## config.mk

```make
export PLATFORM = sky130hd
export DESIGN_NAME = sdm_sinc3_decimator
export DESIGN_NICKNAME = d
export VERILOG_FILES = /design/src/rtl/sinc3_decim_pkg.sv /design/src/rtl/sinc3_rate_ctrl.sv /design/src/rtl/sinc3_integ_chain.sv /design/src/rtl/sinc3_comb_chain.sv /design/src/rtl/sinc3_out_scaler.sv /design/src/rtl/sdm_sinc3_decimator.sv
export SDC_FILE = /design/constraint.sdc
export NUM_CORES = 1
export LEC_CHECK = 0
export BUFFER_PORTS_ARGS = -buffer_cell sky130_fd_sc_hd__buf_2
export CORE_MARGIN = 2
export CORE_UTILIZATION = 35
export DETAILED_ROUTE_END_ITERATION = 8
export GPL_ROUTABILITY_DRIVEN = 0
export SLEW_MARGIN = 10
export SYNTH_ARGS = -nofsm -noshare
export SYNTH_HDL_FRONTEND = slang
export SYNTH_SLANG_ARGS = --single-unit
```

## constraint.sdc

```tcl
create_clock -name clk -period 10.01 [get_ports clk]
set_clock_uncertainty 0.05 [all_clocks]
set_input_delay 1.001 -clock clk [delete_from_list [all_inputs] [get_ports clk]]
set_output_delay 1.001 -clock clk [all_outputs]
set_load 0.03 [all_outputs]
```

## src/rtl/sinc3_decim_pkg.sv

```systemverilog
// Package: shared defaults and the rate-code type for the sinc3 decimator.
// Assumes the base select is two bits wide, so it picks one of four ratios.
package sinc3_decim_pkg;
    localparam int unsigned FILT_ORDER = 3;
    localparam int unsigned LOG_MIN    = 5;
    localparam int unsigned LOG_MAX    = 9;
    localparam int unsigned WORD_W     = 16;
    localparam int unsigned SETTLE_N   = 3;

    // Bit 2 marks the extended ratio; bits 1:0 carry the base select.
    typedef logic [2:0] rate_code_t;
    localparam rate_code_t CODE_EXT = 3'b100;
endpackage

```

## src/rtl/sinc3_rate_ctrl.sv

```systemverilog
// Rate control: decodes the ratio code and counts enabled bits per block.
// It raises the decimation event and gates presentation during settling.
// A restart or a change of the effective code clears everything in the same cycle.
// Assumes SETTLE >= 1.
module sinc3_rate_ctrl
    import sinc3_decim_pkg::*;
#(
    parameter int unsigned MIN_LOG = LOG_MIN,
    parameter int unsigned MAX_LOG = LOG_MAX,
    parameter int unsigned SETTLE  = SETTLE_N,
    parameter int unsigned LOG_W   = $clog2(MAX_LOG + 1)
) (
    input  logic             clk,
    input  logic             rst_n,
    input  logic [1:0]       osr_sel,
    input  logic             osr_ext,
    input  logic             restart,
    input  logic             mod_en,
    output logic             clr,
    output logic             dump,
    output logic             fire,
    output logic [LOG_W-1:0] osr_log
);
    localparam int unsigned CNT_W = MAX_LOG;
    localparam int unsigned WC_W  = $clog2(SETTLE + 1);

    rate_code_t       code_now;
    rate_code_t       code_q;
    logic [CNT_W-1:0] bit_cnt;
    logic [CNT_W-1:0] cnt_last;
    logic [WC_W-1:0]  word_cnt;

    // Effective code: the extended flag overrides the base select.
    assign code_now = osr_ext ? CODE_EXT : {1'b0, osr_sel};
    assign clr      = restart || (code_now != code_q);
    assign osr_log  = code_q[2] ? LOG_W'(MAX_LOG)
                                : LOG_W'(MIN_LOG + int'(code_q[1:0]));
    assign cnt_last = CNT_W'((1 << osr_log) - 1);
    assign dump     = mod_en && !clr && (bit_cnt == cnt_last);
    assign fire     = dump && (word_cnt == WC_W'(SETTLE));

    // Remembers the code in force so that a change can be seen.
    always_ff @(posedge clk) begin
        if (!rst_n || clr) code_q <= code_now;
    end

    // Counts enabled bits inside the current block.
    always_ff @(posedge clk) begin
        if (!rst_n || clr)  bit_cnt <= '0;
        else if (mod_en)    bit_cnt <= dump ? '0 : bit_cnt + 1'b1;
    end

    // Counts discarded words until the filter has settled.
    always_ff @(posedge clk) begin
        if (!rst_n || clr)                            word_cnt <= '0;
        else if (dump && word_cnt != WC_W'(SETTLE))   word_cnt <= word_cnt + 1'b1;
    end
endmodule

```

## src/rtl/sinc3_integ_chain.sv

```systemverilog
// Integrator cascade at modulator rate, in wrap-around two's complement.
// Stage 0 adds the mapped bit (+1 or -1). Each later stage adds the previous
// stage's registered value, so every stage adds one cycle of delay.
module sinc3_integ_chain #(
    parameter int unsigned ACC_W = 29,
    parameter int unsigned ORDER = 3
) (
    input  logic             clk,
    input  logic             rst_n,
    input  logic             clr,
    input  logic             en,
    input  logic             bit_in,
    output logic [ACC_W-1:0] dout
);
    logic [ORDER:0][ACC_W-1:0] acc;

    assign acc[0] = bit_in ? ACC_W'(1) : '1;

    for (genvar s = 0; s < ORDER; s++) begin : g_int
        logic [ACC_W-1:0] sum_q;
        // Accumulates the stage input on each enabled bit.
        always_ff @(posedge clk) begin
            if (!rst_n || clr) sum_q <= '0;
            else if (en)       sum_q <= sum_q + acc[s];
        end
        assign acc[s+1] = sum_q;
    end

    assign dout = acc[ORDER];
endmodule

```

## src/rtl/sinc3_comb_chain.sv

```systemverilog
// Comb cascade at the output rate. Each stage subtracts its input value from
// the previous decimation event. Output is combinational from the held state.
module sinc3_comb_chain #(
    parameter int unsigned ACC_W = 29,
    parameter int unsigned ORDER = 3
) (
    input  logic             clk,
    input  logic             rst_n,
    input  logic             clr,
    input  logic             dump,
    input  logic [ACC_W-1:0] din,
    output logic [ACC_W-1:0] dout
);
    logic [ORDER:0][ACC_W-1:0] tap;

    assign tap[0] = din;

    for (genvar s = 0; s < ORDER; s++) begin : g_comb
        logic [ACC_W-1:0] dly_q;
        // Keeps this stage's input from the previous decimation event.
        always_ff @(posedge clk) begin
            if (!rst_n || clr) dly_q <= '0;
            else if (dump)     dly_q <= tap[s];
        end
        assign tap[s+1] = tap[s] - dly_q;
    end

    assign dout = tap[ORDER];
endmodule

```

## src/rtl/sinc3_out_scaler.sv

```systemverilog
// Output stage: shifts the raw word right arithmetically by ORDER*log2(R)-(OUT_W-1),
// clamps it to OUT_W signed bits and registers it with the strobe.
// Assumes ORDER*MIN_LOG >= OUT_W-1, so the shift is never negative.
module sinc3_out_scaler #(
    parameter int unsigned ACC_W = 29,
    parameter int unsigned OUT_W = 16,
    parameter int unsigned ORDER = 3,
    parameter int unsigned LOG_W = 4
) (
    input  logic             clk,
    input  logic             rst_n,
    input  logic             fire,
    input  logic [LOG_W-1:0] osr_log,
    input  logic [ACC_W-1:0] raw,
    output logic [OUT_W-1:0] result,
    output logic             result_valid
);
    localparam int unsigned SH_W = $clog2(ACC_W);
    localparam logic signed [ACC_W-1:0] POS_MAX = ACC_W'((2 ** (OUT_W - 1)) - 1);
    localparam logic signed [ACC_W-1:0] NEG_MIN = ~POS_MAX;

    logic [SH_W-1:0]         shamt;
    logic signed [ACC_W-1:0] shifted;
    logic signed [ACC_W-1:0] clamped;

    assign shamt   = SH_W'(int'(ORDER) * int'(osr_log) - int'(OUT_W - 1));
    assign shifted = $signed(raw) >>> shamt;

    // Clamps the scaled word into the signed output range.
    always_comb begin
        if (shifted > POS_MAX)      clamped = POS_MAX;
        else if (shifted < NEG_MIN) clamped = NEG_MIN;
        else                        clamped = shifted;
    end

    // Registers a presented word and its one-cycle strobe.
    always_ff @(posedge clk) begin
        if (!rst_n) begin
            result       <= '0;
            result_valid <= 1'b0;
        end else begin
            result_valid <= fire;
            if (fire) result <= clamped[OUT_W-1:0];
        end
    end
endmodule

```

## src/rtl/sdm_sinc3_decimator.sv

```systemverilog
// Top: sinc3 decimator for a one-bit modulator stream with a ratio chosen at run time.
// The integrators run on mod_en, and the combs and output run on decimation events.
// Accumulator width is ORDER*MAX_LOG+2, so +R^ORDER at the largest ratio is representable.
module sdm_sinc3_decimator
    import sinc3_decim_pkg::*;
#(
    parameter int unsigned ORDER   = FILT_ORDER,
    parameter int unsigned MIN_LOG = LOG_MIN,
    parameter int unsigned MAX_LOG = LOG_MAX,
    parameter int unsigned OUT_W   = WORD_W,
    parameter int unsigned SETTLE  = SETTLE_N
) (
    input  logic             clk,
    input  logic             rst_n,
    input  logic             mod_en,
    input  logic             bit_in,
    input  logic [1:0]       osr_sel,
    input  logic             osr_ext,
    input  logic             restart,
    output logic [OUT_W-1:0] result,
    output logic             result_valid
);
    localparam int unsigned ACC_W = ORDER * MAX_LOG + 2;
    localparam int unsigned LOG_W = $clog2(MAX_LOG + 1);

    logic             clr;
    logic             dump;
    logic             fire;
    logic [LOG_W-1:0] osr_log;
    logic [ACC_W-1:0] integ_out;
    logic [ACC_W-1:0] comb_out;

    sinc3_rate_ctrl #(
        .MIN_LOG (MIN_LOG),
        .MAX_LOG (MAX_LOG),
        .SETTLE  (SETTLE),
        .LOG_W   (LOG_W)
    ) u_ctrl (
        .clk     (clk),
        .rst_n   (rst_n),
        .osr_sel (osr_sel),
        .osr_ext (osr_ext),
        .restart (restart),
        .mod_en  (mod_en),
        .clr     (clr),
        .dump    (dump),
        .fire    (fire),
        .osr_log (osr_log)
    );

    sinc3_integ_chain #(
        .ACC_W (ACC_W),
        .ORDER (ORDER)
    ) u_integ (
        .clk    (clk),
        .rst_n  (rst_n),
        .clr    (clr),
        .en     (mod_en),
        .bit_in (bit_in),
        .dout   (integ_out)
    );

    sinc3_comb_chain #(
        .ACC_W (ACC_W),
        .ORDER (ORDER)
    ) u_comb (
        .clk   (clk),
        .rst_n (rst_n),
        .clr   (clr),
        .dump  (dump),
        .din   (integ_out),
        .dout  (comb_out)
    );

    sinc3_out_scaler #(
        .ACC_W (ACC_W),
        .OUT_W (OUT_W),
        .ORDER (ORDER),
        .LOG_W (LOG_W)
    ) u_scale (
        .clk          (clk),
        .rst_n        (rst_n),
        .fire         (fire),
        .osr_log      (osr_log),
        .raw          (comb_out),
        .result       (result),
        .result_valid (result_valid)
    );
endmodule

```

==> results of run 1 <==
[power breakdown]
group          internal (W)  switching [W]  leakage, nW
logic              0.000324       0.000523         5.65
clock network      0.000638       0.000374        0.448
registers          0.000821     0.00000363         1.66
total               0.00178       0.000901         7.76
[stage by stage]
step | setup slack [ps] | cells | hold WS, ps | total power (W) | utilization [%]
after CTS | 1375 | 2989 | 401.1 | 0.002708 | 38.55
after global placement | 1545 | 2943 | 387.7 | 0.001672 | 36.69
after global routing | 261.2 | 2989 | 415.6 | 0.002835 | 38.55
after detailed placement | 1411 | 2943 | 393.0 | 0.001677 | 36.69
final | 1321 | 2989 | 396.9 | 0.002683 | 38.55
after floorplan | 2576 | 2336 | 381.9 | 0.001498 | -
[logic make-up (layout without fill, tap and decap cells)]
group,Yosys count,in the layout
and+or+nand+nor,814,814
AOI/OAI and AO/OA,655,655
buffers and inverters,251,232
DFF,205,205
adders and majority gates,180,180
xor gates and xnor gates,148,148
muxes,81,81
other,1,2
[critical path, delay by kind of cell, from the launching register on]
kind / cells / cell delay (ps)
DFF: 1 / 460
buffers and inverters: 2 / 160
xor gates and xnor gates: 4 / 1450
and+or+nand+nor: 8 / 960
AOI/OAI and AO/OA: 20 / 4510
adders and majority gates: 3 / 960
[metal layers]
layer | global-route usage [%] | vias up | wire (µm) | share of wire, %
met5 | 0 | - | 0 | 0
met4 | 3.676 | 0 | 897 | 2.2
met3 | 1.775 | 62 | 1006 | 2.5
met2 | 26.25 | 213 | 18930 | 47
met1 | 19.58 | 7047 | 19400 | 48
li1 | - | 8186 | - | -
[state kept, by name, indices dropped and copies added (netlist names)]
register,cells
u_ctrl.bit_cnt,9
u_scale.result_valid,1
u_comb.g_comb.dly_q,87
u_integ.dout,29
u_integ.g_int.sum_q,58
u_ctrl.code_q,3
u_scale.result,16
u_ctrl.word_cnt,2
[how the worst min path moves through the flow]
stage,end,slack (ps),depth (start not counted)
finish,u_comb.g_comb[1].dly_q[20],400,2
global route,u_comb.g_comb[2].dly_q[10],420,2
CTS,u_comb.g_comb[2].dly_q[11],400,2
detailed placement,u_comb.g_comb[1].dly_q[11],390,2
global placement,u_comb.g_comb[1].dly_q[8],390,2
floorplan,u_comb.g_comb[1].dly_q[5],380,2
[cell type report]
cell class / count / area share [%]
clock buffer: 31 / 3.528
tap: 672 / 4.374
sequential: 205 / 21.51
multi-input combinational: 1880 / 65.18
clock inverter: 15 / 1.289
inverter: 147 / 2.897
timing repair buffer: 39 / 1.224
[synthesized netlist by cell type (6+ instances only)]
cell type / n / area [µm²]
and2_1: 19 / 118.9
a211oi_1: 24 / 180.2
o211ai_1: 22 / 165.2
fa_1: 8 / 160.2
ha_1: 172 / 2152
a211o_1: 7 / 61.31
nor2_1: 249 / 934.7
o22ai_1: 6 / 37.54
dfxtp_1: 202 / 4044
a21boi_0: 9 / 67.56
mux4_2: 6 / 135.1
and4_1: 6 / 52.55
o31ai_1: 11 / 82.58
a21oi_1: 249 / 1246
o2111ai_1: 9 / 78.83
nor3_1: 58 / 290.3
o21bai_1: 19 / 142.6
xor2_1: 48 / 420.4
o21a_1: 32 / 240.2
xnor2_1: 96 / 840.8
a211oi_2: 11 / 137.6
inv_1: 144 / 540.5
a21o_1: 44 / 330.3
buf_1: 9 / 33.78
nor2b_1: 24 / 150.1
and3_1: 23 / 143.9
nand4_1: 18 / 112.6
nand2b_1: 25 / 156.4
mux2_2: 9 / 101.4
nand2_1: 293 / 1100
or2_2: 11 / 68.82
a2111oi_0: 6 / 52.55
o21ai_0: 104 / 520.5
or3_1: 12 / 75.07
o31a_1: 6 / 52.55
nand3_1: 49 / 245.2
o311ai_0: 6 / 52.55
clkbuf_1: 91 / 341.6
a31oi_1: 24 / 150.1
mux2i_1: 65 / 650.6
==> impl_results.md, run 1 <==
* Overflow after GRT at 0
* Clk root buf: clkbuf_16
* Cts bufs inserted at 25
* Largest family of logic cells by synthesized area: compound AO/OA/AOI/OAI gates
* Final setup fails at 0
* Netlist cell types at 93
* Routed len/inst at 13.46 µm
* Synth Register Bits at 205
* Vias per std cell at 5.188
* Pwr per Cell Area at 139.6 nW/µm²
* Clk buf depth at 3
* Diodes inserted at 0
* Die area at 52050 µm²
* Worst Setup EP: u_scale.result[8]
* MaxCap Viol Count at 0
* Synth async-reset ratio at 0%
* Htree depth at 1
* Number of enable flip-flop cells after synthesis at 3
* CP Launch Type: flip-flop
* Die width at 228.1 µm
* Post-synthesis simple-gate area fraction at 20.89%
* Global-route usage over all layers at 15.00%
* Final net count at 2486
* Status: complete, no violations
* Slew @ Worst Pin at 1038 ps
* Critical R2R Launch: u_integ.dout[1]
* Initial antenna violation count at 0
* Worst slew margin at 30.81%
* Layout cells sized above 1 at 6.474%
* Xor/xnor cell area share of the yosys netlist at 7.607%
* Final hold vios at 0
* RSZ-0062 raised after global routing: false
* Design Area, Final at 19220 µm²
* CTS tree: yes
* Pleak at 7.761 nW
* Post-synthesis sequential area ratio at 23.51%
* Adder-Cell Fraction of Synth Area at 13.15%
* Final worst-path cycle share at 86.81%
* Post-cts gate resize count at 0
* Crit. Startpoint: u_integ.dout[1]
* Via count at 15510
* Most frequent cells in the layout: 293 x nand2_1, 249 x nor2_1, 249 x a21oi_1, 202 x dfxtp_1, 172 x ha_1
* Post-route DRC at 0
* Skew-Pair Late Insertion Delay at 560 ps
* First-pass GRT wire length at 68.66 mm
* Initial DRC Count at 841
* TNS Setup at 0 ps
* Worst path most repeated cell: a21oi_1
* Compound-gate portion of the synthesized area at 24.29%
* Hold Startpoint: u_comb.g_comb[1].dly_q[20]
* Slew Limit Fails at 0
* Drt first pass iters at 5
* Most common cell after layout, fill and taps aside: nand2_1
* Reg2Reg Setup Slack at 1320 ps
* Area of the multi-input gates at 12530 µm²
* CTS Sinks at 205
* Mux contribution to synthesized area at 5.109%
* Maximum VDD drop at 0.1171 mV
* Std-Cell Rows at 82
* FF/Latch Area at 4134 µm²
* Area after DPL at 18300 µm²
* Path depth of the worst reg2reg path at 37
* Critical path peak fanout at 15
* Post-Synthesis Cells at 2335
* Core Area at 49860 µm²
* CP Data Arrival Time at 9050 ps
* Post-detail-place hpwl at 29.70 mm
* Filler cells at 5181
* Slowest stage delay, CP at 750 ps
* CTS Hold Buffers Added at 0
* Worst Path Required at 10370 ps
* Detail Route Antenna Nets at 0
* Synth Warn # at 0
* Reg clk slew, reported paths at 50 ps
* Critical path endpoint category: flip-flop
* Main flop type after synthesis: dfxtp_1
* FF-to-FF End: u_scale.result[8]
* Largest net degree at the start of global routing at 100
* Routed WL at 40.23 mm
* Chip height at 228.1 µm
* Crit path max-delay cell type: xor2_1
* Fmax at 115.1 MHz
* Io pins at 25
* Syn avg cell area at 7.530 µm²
* Starting Density at 35.26%
* Min cycle time layout at 8689 ps
* Worst Hold Class: reg -> reg
* Layout area overhead at 9.315%
* Post-synthesis cell area at 17580 µm²
* Post CTS Setup Buffer Count at 0
* Worst Setup Path Type: reg -> reg
* Vias in the first global route at 14400
* Count of input and output buffers at 24
Power figures use the tool's default switching activity.
==> run 2, diff against run 1 <==
--- a/config.mk
+++ b/config.mk
@@ -10,6 +10,7 @@
 export CORE_UTILIZATION = 35
 export DETAILED_ROUTE_END_ITERATION = 8
 export GPL_ROUTABILITY_DRIVEN = 0
+export PLACE_DENSITY = 0.45
 export SLEW_MARGIN = 10
 export SYNTH_ARGS = -nofsm -noshare
 export SYNTH_HDL_FRONTEND = slang
==> constraint.sdc (replaced) <==
create_clock -name clk -period 10.01 [get_ports clk]
set_clock_uncertainty 0.05 [all_clocks]
set_input_delay 1.001 -clock clk [delete_from_list [all_inputs] [get_ports clk]]
set_output_delay 1.001 -clock clk [all_outputs]
set_load 0.005 [all_outputs]
==> run 2 against run 1 <==
Net effect: clock power shrank 7%; sequential share of layout area grew 0.063 points; final cell count is essentially flat; sequential cell count is the same; sequential power is essentially flat; global-route usage grew 1.6 points; utilization shrank 0.11 points; register-to-register slack gained 97 ps; routed wire length grew 10%; non-clock buffer count grew 2; largest cell class unchanged; largest power group unchanged; highest routed layer unchanged.
==> impl_results.md, run 2 (synthesis results as in run 1) <==
* Filler cells at 5258
* Layout area overhead at 8.994%
* Internal power at 0.001713 W
* Largest net degree at the start of global routing at 86
* Std-Cell Rows at 82
* Post-cts gate resize count at 0
* Path depth of the worst reg2reg path at 36
* Crit path max-delay cell type: a21oi_1
* CTS tree: yes
* Via count at 15490
* MaxCap Viol Count at 0
* Worst Hold Class: reg -> reg
* Fin worst setup slack at 1418 ps
* Reg clk slew, reported paths at 60 ps
* Final net count at 2490
* CTS Hold Buffers Added at 0
* Diodes inserted at 0
* Final worst-path cycle share at 85.84%
* Worst slew margin at 35.83%
* Slew @ Worst Pin at 962.5 ps
* Post-detail-place hpwl at 32.79 mm
* M1 WL at 21.24 mm
* RSZ-0062 raised after global routing: false
* Critical R2R Launch: u_integ.dout[1]
* Max reg flops at 87
* Global-route usage over all layers at 16.64%
* Count of input and output buffers at 24
* First-pass GRT wire length at 74.19 mm
* Most common cell after layout, fill and taps aside: nand2_1
* Skew-Pair Late Insertion Delay at 550 ps
* Initial antenna violation count at 0
* NetSw at 0.0009141 W
* Pwr per Cell Area at 137.1 nW/µm²
* Sequential power share at 31.4%
* Status: complete, no violations
* Worst Path Required at 10410 ps
* Vias in the first global route at 14900
* Initial DRC Count at 664
* Fmax at 116.4 MHz
* Pleak at 7.747 nW
* Core Area at 49860 µm²
* Uppermost layer routed: met4
* Clk buf depth at 3
* Routed WL at 44.41 mm
* Area of the multi-input gates at 12530 µm²
* Chip height at 228.1 µm
* Final hold vios at 0
* Slew Limit Fails at 0
* Most frequent cells in the layout: 293 x nand2_1, 249 x nor2_1, 249 x a21oi_1, 202 x dfxtp_1, 172 x ha_1
* CP Launch Type: flip-flop
* Drt first pass iters at 5
* TNS Setup at 0 ps
* Overflow after GRT at 0
* Post CTS Setup Buffer Count at 0
* Final setup fails at 0
* Post-route DRC at 0
* Starting Density at 35.26%
* Detail Route Antenna Nets at 0
* FF/Latch Area at 4134 µm²
* Tot Pwr at 0.002628 W
* Worst path most repeated cell: a21oi_1
* Met3 wire len at 1.137 mm
* Post-layout util at 38.43%
* Io pins at 25
* Worst Setup Path Type: reg -> reg
* Crit. Startpoint: u_integ.dout[1]
* Metal2 WL at 21.04 mm
* Vias per std cell at 5.181
* Maximum VDD drop at 0.08886 mV
* Critical path peak fanout at 16
* Pre-CTS WS at 1444 ps
* Slowest stage delay, CP at 490 ps
* CTS Sinks at 205
* Biggest register: u_comb.g_comb.dly_q
* Critical path endpoint category: flip-flop
* Clk root buf: clkbuf_16
* Comb pwr share at 33.0%
* Routed len/inst at 14.85 µm
* Hold Startpoint: u_comb.g_comb[2].dly_q[15]
* Die width at 228.1 µm
* Htree depth at 1
* Cts bufs inserted at 27
* Die area at 52050 µm²
* Min cycle time layout at 8592 ps
* Layout cells sized above 1 at 6.514%
* Switching part of the total power at 34.79%
* CP Data Arrival Time at 8990 ps
* Hold Crit Depth at 2
* Clk network pwr share at 35.6%
[run 2: cell types whose count changed in the layout (fill, tap and decap cells not counted), sizes merged]
cell	previous run	this run
clkinv	5	6
clkinvlp	3	1
clkbuf	31	37
inv	148	147
bufinv	6	1
buf	39	41
[run 2: final cells by class]
type | count | area share, %
multi-input cells | 1880 | 65.37
flip-flops and latches | 205 | 21.57
well taps | 672 | 4.387
clock buffers | 37 | 4.087
inverters | 147 | 2.905
repair buffers | 41 | 1.306
clock inverters | 8 | 0.3721
[run 2: worst paths after layout]
| path | end | slack, ps |
|---|---|---|
| worst min-delay path | u_comb.g_comb[2].dly_q[15] | 400 |
| worst max-delay path | u_scale.result[1] | 1420 |
| worst max register to register | u_scale.result[1] | 1420 |
| worst min register to register | u_comb.g_comb[2].dly_q[15] | 400 |
[run 2: worst max-delay path, delay by kind of cell, from the launching register on]
kind                       cells  cell delay, ps
AOI/OAI and AO/OA             22            4870
xor gates and xnor gates       4             930
adders and majority gates      3            1070
buffers and inverters          2             410
DFF                            1             450
and+or+nand+nor                5             680
[run 2: through the flow]
step / hold slack (ps) / area (µm²) / std cells
floorplan: 381.9 / 17590 / 2336
global route: 412.5 / 19160 / 2990
detailed placement: 392.9 / 18310 / 2945
CTS: 400.4 / 19160 / 2990
global placement: 387.6 / 18310 / 2945
finish: 396.1 / 19160 / 2990
[run 2: power by group through the flow]
stage	sequential (W)	clock, W	combinational (W)
after floorplan	0.000840	0	0.000657
after global placement	0.000842	0	0.000865
after detailed placement	0.000842	0	0.000861
after CTS	0.000825	0.000978	0.000866
after global routing	0.000825	0.00101	0.000956
final	0.000825	0.000936	0.000866
[run 2: routing by layer]
metal | global-route usage [%] | vias up
met4 | 4.861 | 0
met5 | 0 | -
met2 | 29.51 | 147
met3 | 1.850 | 61
met1 | 21.19 | 7070
li1 | - | 8214
